==> src/rtl/gpio_chg_port.sv <==
module gpio_chg_port #(
  parameter int W      = 8,
  parameter int CHG_LO = 4,
  parameter int ANA_N  = 5,
  parameter int AW     = 3
) (
  input  logic          clk,
  input  logic          rst_n,
  input  logic          bus_sel,
  input  logic          bus_we,
  input  logic [AW-1:0] bus_addr,
  input  logic [W-1:0]  bus_wdata,
  output logic [W-1:0]  bus_rdata,
  input  logic [W-1:0]  pin_in,
  output logic [W-1:0]  pin_out,
  output logic [W-1:0]  pin_oe,
  output logic [W-1:0]  pin_pu,
  output logic [ANA_N-1:0] pin_ana,
  output logic          irq,
  output logic          wake
);
  localparam int CW = W - CHG_LO;
  localparam logic [AW-1:0] A_PORT = AW'(0);
  localparam logic [AW-1:0] A_LAT  = AW'(1);
  localparam logic [AW-1:0] A_DIR  = AW'(2);
  localparam logic [AW-1:0] A_CTRL = AW'(3);
  localparam logic [AW-1:0] A_ANA  = AW'(4);

  logic [W-1:0]     sync1, sync2, lat, dir;
  logic [CW-1:0]    snap;
  logic [ANA_N-1:0] ana;
  logic             flag, ie, pu_n;

  wire wr = bus_sel & bus_we;
  wire [W-1:0]  ana_mask = {{(W-ANA_N){1'b0}}, ana};
  wire [W-1:0]  port_val = sync2 & ~ana_mask;
  wire          snap_upd = bus_sel & (bus_addr == A_PORT);
  wire [CW-1:0] mm_bits  = (sync2[W-1:CHG_LO] ^ snap) & dir[W-1:CHG_LO];
  wire          mm       = |mm_bits;
  wire          clr_req  = wr & (bus_addr == A_CTRL) & ~bus_wdata[0];

  always_ff @(posedge clk or negedge rst_n) begin
    if (!rst_n) begin
      sync1 <= '0;
      sync2 <= '0;
    end else begin
      sync1 <= pin_in;
      sync2 <= sync1;
    end
  end

  always_ff @(posedge clk or negedge rst_n) begin
    if (!rst_n) begin
      lat  <= '0;
      dir  <= '1;
      ana  <= '1;
      ie   <= 1'b0;
      pu_n <= 1'b1;
    end else if (wr) begin
      case (bus_addr)
        A_PORT, A_LAT: lat <= bus_wdata;
        A_DIR:         dir <= bus_wdata;
        A_CTRL: begin
          ie   <= bus_wdata[1];
          pu_n <= bus_wdata[W-1];
        end
        A_ANA:         ana <= bus_wdata[ANA_N-1:0];
        default: ;
      endcase
    end
  end

  always_ff @(posedge clk or negedge rst_n) begin
    if (!rst_n)        snap <= '0;
    else if (snap_upd) snap <= sync2[W-1:CHG_LO];
  end

  always_ff @(posedge clk or negedge rst_n) begin
    if (!rst_n)       flag <= 1'b0;
    else if (mm)      flag <= 1'b1;
    else if (clr_req) flag <= 1'b0;
  end

  always_comb begin
    bus_rdata = '0;
    if (bus_sel && !bus_we) begin
      case (bus_addr)
        A_PORT: bus_rdata = port_val;
        A_LAT:  bus_rdata = lat;
        A_DIR:  bus_rdata = dir;
        A_CTRL: bus_rdata = {pu_n, {(W-3){1'b0}}, ie, flag};
        A_ANA:  bus_rdata = ana_mask;
        default: bus_rdata = '0;
      endcase
    end
  end

  assign pin_out = lat;
  assign pin_oe  = ~dir;
  assign pin_pu  = pu_n ? '0 : dir;
  assign pin_ana = ana;
  assign wake    = flag;
  assign irq     = flag & ie;
endmodule

==> config.mk <==
export PLATFORM = sky130hd
export DESIGN_NAME = gpio_chg_port
export DESIGN_NICKNAME = d
export VERILOG_FILES = /design/src/rtl/gpio_chg_port.sv
export SDC_FILE = /design/constraint.sdc
export NUM_CORES = 1
export LEC_CHECK = 0
export ABC_AREA = 1
export CAP_MARGIN = 15
export CORE_ASPECT_RATIO = 0.75
export CORE_MARGIN = 3
export CORE_UTILIZATION = 47
export CTS_BUF_LIST = sky130_fd_sc_hd__clkbuf_16
export CTS_CLUSTER_DIAMETER = 100
export DETAILED_ROUTE_END_ITERATION = 7
export PLACE_DENSITY = 0.83
export REMOVE_ABC_BUFFERS = 1
export SLEW_MARGIN = 5
export SYNTH_ARGS = -nofsm -noshare
export SYNTH_HDL_FRONTEND = slang
export SYNTH_SLANG_ARGS = --single-unit
==> constraint.sdc <==
create_clock -name clk -period 1.5 [get_ports clk]
set_clock_uncertainty 0.2 [all_clocks]
set_input_delay 0.225 -clock clk [delete_from_list [all_inputs] [get_ports clk]]
set_output_delay 0.225 -clock clk [all_outputs]
set_load 0.005 [all_outputs]
After elaboration in Yosys (flattened, before gate mapping). Index checks and enable logic that the tools add are counted.

Eq/ne operators: 4. Multiplexer cells: 5. Bitwise operators: 11. Reductions and logical operators: 10.

Operator list (number): 8-bit case mux with 5 select lines (1); 8-bit two-way mux (2); 8-bit AND (1); 5-bit inverter with 8-bit output (1); 8-bit inverter (1); 2-bit AND reduction (4); 3-bit by 2-bit == test with 1-bit output, second input constant (2); 1-bit AND (5); 4-bit AND (1); 4-bit OR reduction (1); 4-bit bitwise XOR (1); 3-bit by 1-bit == test with 1-bit output, second input constant (1); 3-bit == test, second input constant (1); 3-bit zero test (1); 1-bit two-way mux (2); 2-bit nonzero test (1); 2-bit OR reduction (1); 1-bit logical AND (1); 1-bit zero test (1); 1-bit inverter (1).

Flip-flop bits (word level): 44. Input port bits: 23. Output and inout port bits: 39. Word-level logic and storage cells: 39.

Logic depth before layout (Yosys ltp).
Depth in word-level cells: 5. Mapped depth: 8. Depth with buffers taken out: 7.

Worst setup path after synthesis. Ideal clock, no wire load.

Kind: reg2out. Start point: reg pu_n. End point: out bus_rdata[7]. Arrival: 1.020 ns. Data required time: 1.075 ns. Path slack: 0.055 ns. Cell stages (with the launch flop): 6. Path buffers: 1. Path through: dfstp_2 -> clkbuf_1 -> nand2_1 -> nand2_1 -> nor2_1 -> nor2_1.

Word-level cells in the longest chain between the ends: 2.

RTL lines: start, declared (RTL line 32) `logic flag, ie, pu_n;`; start signal, assigned (RTL line 65) `pu_n <= bus_wdata[W-1];`; 8-bit case mux with 5 select lines (RTL line 87) `case (bus_addr)`; 8-bit two-way mux (RTL line 86) `if (bus_sel && !bus_we) begin`; end, declared (RTL line 13) `output logic [W-1:0] bus_rdata,`.

Every way passes these cells.

Worst setup path after layout.
Start point: reg ana[0] (netlist: pin_ana[0]). End point: out bus_rdata[0].

Word-level cells in the longest chain between the ends: 4.

RTL lines: start, declared (RTL line 31) `logic [ANA_N-1:0] ana;`; start signal, assigned (RTL line 67) `A_ANA: ana <= bus_wdata[ANA_N-1:0];`; 5-bit inverter with 8-bit output (RTL line 36) `wire [W-1:0] port_val = sync2 & ~ana_mask;`; 8-bit AND (RTL line 36); 8-bit case mux with 5 select lines (*) (RTL line 87); 8-bit two-way mux (*) (RTL line 86).

Every way passes the cells marked *; elsewhere a longest branch is shown, timed or not.

==> impl_metrics.toml <==
[logic_synthesis]
synth-edff-count = 0
netlist-cell-type-count = 22
synth-main-ff-cell = "dfrtp_1"
ys_warn_count = 0
synth_most_common_cell = "nand2_1"
netlist_instances = 236
ys_seq_elements = 44
ys_top_cells_by_count = "nand2_1, dfrtp_1, inv_1"
synthTopCellsByArea = "dfrtp_1, dfstp_2, nand2_1"
syn_area_per_cell_um2 = 8.811
synth_top_area_share_pct = 36.10
postSynth.asyncResetShare_pct = 100.0
syn-cell-area_um2 = 2079
ys_seq_area_share_pct = 53.79
yosysTopAreaCell = "dfrtp_1"

[layout]
drive_above_1_share_pct = 55.26
finalNetCount = 432
num_antenna_cells = 0
final_core_util_pct = 93.95
nFillCells = 139
area_growth_pct = 87.67
postLayoutCellArea_um2 = 3902

[worst_setup_path]
critPathLaunchType = "flop"
cp_max_fo = 2
worstSetupPathType = "reg2out"
endpoint_kind = "output port"
cp.required_ns = 1.07
critPathArrivalTime_ns = 1.73

[detailed_routing]
antenna_left = 0
routed_wl_mm = 11.35
route.vias.total = 2837
firstDrtPassIters = 5
drtIter0Drc = 458
drc = 0
viasPerCell = 6.114
wl_per_cell_um = 24.45

[timing]
post-route-worst-setup-slack_ns = -0.6526
tns_ns = -5.553
fin_crit_sh_pct = 143.5
drv_slew = 0
worst_pin_slew_ns = 0.2859
post-route-min-period_ns = 2.153
finalHoldViolations = 0
max_freq_mhz = 464.6
setup_viol = 40
rsz0062_at_grt = "true"
relSlewSlack_pct = 80.89

[global_routing]
grt_max_degree = 45
use_met1_pct = 37.19
gr-usage-met3_pct = 8.627
overflow = 0
top_usage_layer = "met2"
use_met2_pct = 57.00
antenna_found_initial = 0
grt_pass1_wl_mm = 13.26
grt_pass1_vias = 2622
grtUsageTotal_pct = 32.86

[placed_design]
hpwlAfterDp_mm = 4.451
pre_cts_slack_ns = -0.9147
dpl_cell_area_um2 = 3105
place.gp.congestion = 0.8821
portBuffers = 61

[floorplan]
fp.coreArea_um2 = 4154
ios = 62
rows = 20
dieArea_um2 = 5267
die_width_um = 82.81
initial_core_util_pct = 50.06
die_h_um = 63.61

[clock_network]
cts_sinks = 44
path_clk_slew_ns = 0.06
cts_root_buf = "clkbuf_16"
clock_tree.buffer_depth = 2
cts_buffers = 5
htreeDepth = 2
clock_latency_ns = 0.29
tritoncts = "built"

[status]
status = "finished with violations"
violations = "negative setup slack"

[power]
p_leak_nw = 2.037
ir_worst_vdd_mv = 1.247
totalPowerFinal_mw = 4.509
p_per_area_nw_per_um2 = 1155

[min_path]
hp-class = "reg2reg"

[flow_run]
cap_violations = 0
[what timing repair did]
item                                    CTS  global route
hold endpoints to repair                 44             0
pin swaps                                31            21
endpoints found under the setup margin   51            58
cloned                                    1             1
hold buffers                              1             0
resized for setup                       207            65
setup buffers                            41            20
[logic make-up (layout without fill, tap and decap cells)]
family                 after synthesis  in the layout  share of synthesized area, %
AO/OA/AOI/OAI                       31             31                         8.905
AND/OR/NAND/NOR                    127            128                         29.78
buffers and inverters               34            206                         7.521
flip-flops                          44             44                         53.79
[registers in the layout, summed over array words and instances, names as in the netlist]
signal	count
dir	8
pin_out	8
sync1	8
sync2	8
pin_ana	5
snap	4
ie	1
pu_n	1
wake	1
[worst paths after layout]
path	end	slack, ns	startpoint	cells past startpoint
setup / recovery	bus_rdata[0]	-0.65	pin_ana[0]	7
hold / removal	sync2[4]	0.15	sync1[4]	0
setup reg to reg	wake	-0.04	dir[5]	7
hold reg to reg	sync2[4]	0.15	sync1[4]	0
max in group asynchronous	pin_ana[2]	0.57	rst_n	3
min in group asynchronous	pin_out[5]	0.24	rst_n	3
[area by class of cell]
type                    instances  area, um2  share of cell area, %
clock buffers                   5      125.1                  3.206
clock inverters                 2      7.507                 0.1924
inverters                      30      135.1                  3.463
multi-input cells             159      919.6                  23.57
flip-flops and latches         44       1119                  28.66
well taps                      55      68.82                  1.763
repair buffers                169       1528                  39.15
[metrics by stage]
step,cells,hold WS [ns]
after floorplan,232,-0.2706
after global placement,398,0.01557
after detailed placement,398,0.01946
after CTS,447,0.1464
after global routing,464,0.1629
final,464,0.1526
[critical path, stage by stage (launching register included)]
cell and delay [ns]:
dfstp_2 0.55, buf_6 0.11, nor2_2 0.05, nand3_1 0.10
nand3_1 0.16, nor2_2 0.22, nor2_1 0.10, buf_2 0.15
[layout by cell type, fill, tap and decap left out, types with 10 or more instances in the layout]
cell	n
buf_2	20
buf_4	59
buf_6	60
clkdlybuf4s50_1	17
dfrtp_1	30
dfstp_2	14
inv_1	16
nand2_1	56
nand2_2	13
nand3_1	10
nor2_1	16
o21ai_1	18
[routing by layer]
layer	vias up	wire, um
li1	1089	-
met1	1301	3912
met2	315	4991
met3	132	1282
met4	0	1161
met5	-	0
[power breakdown]
part           total (mW)  switching, mW  internal (mW)
Combinational        1.89          0.850           1.04
Clock                1.03          0.430          0.595
Sequential           1.59          0.179           1.42
Total                4.51           1.46           3.05
Power figures use the tool's default switching activity.
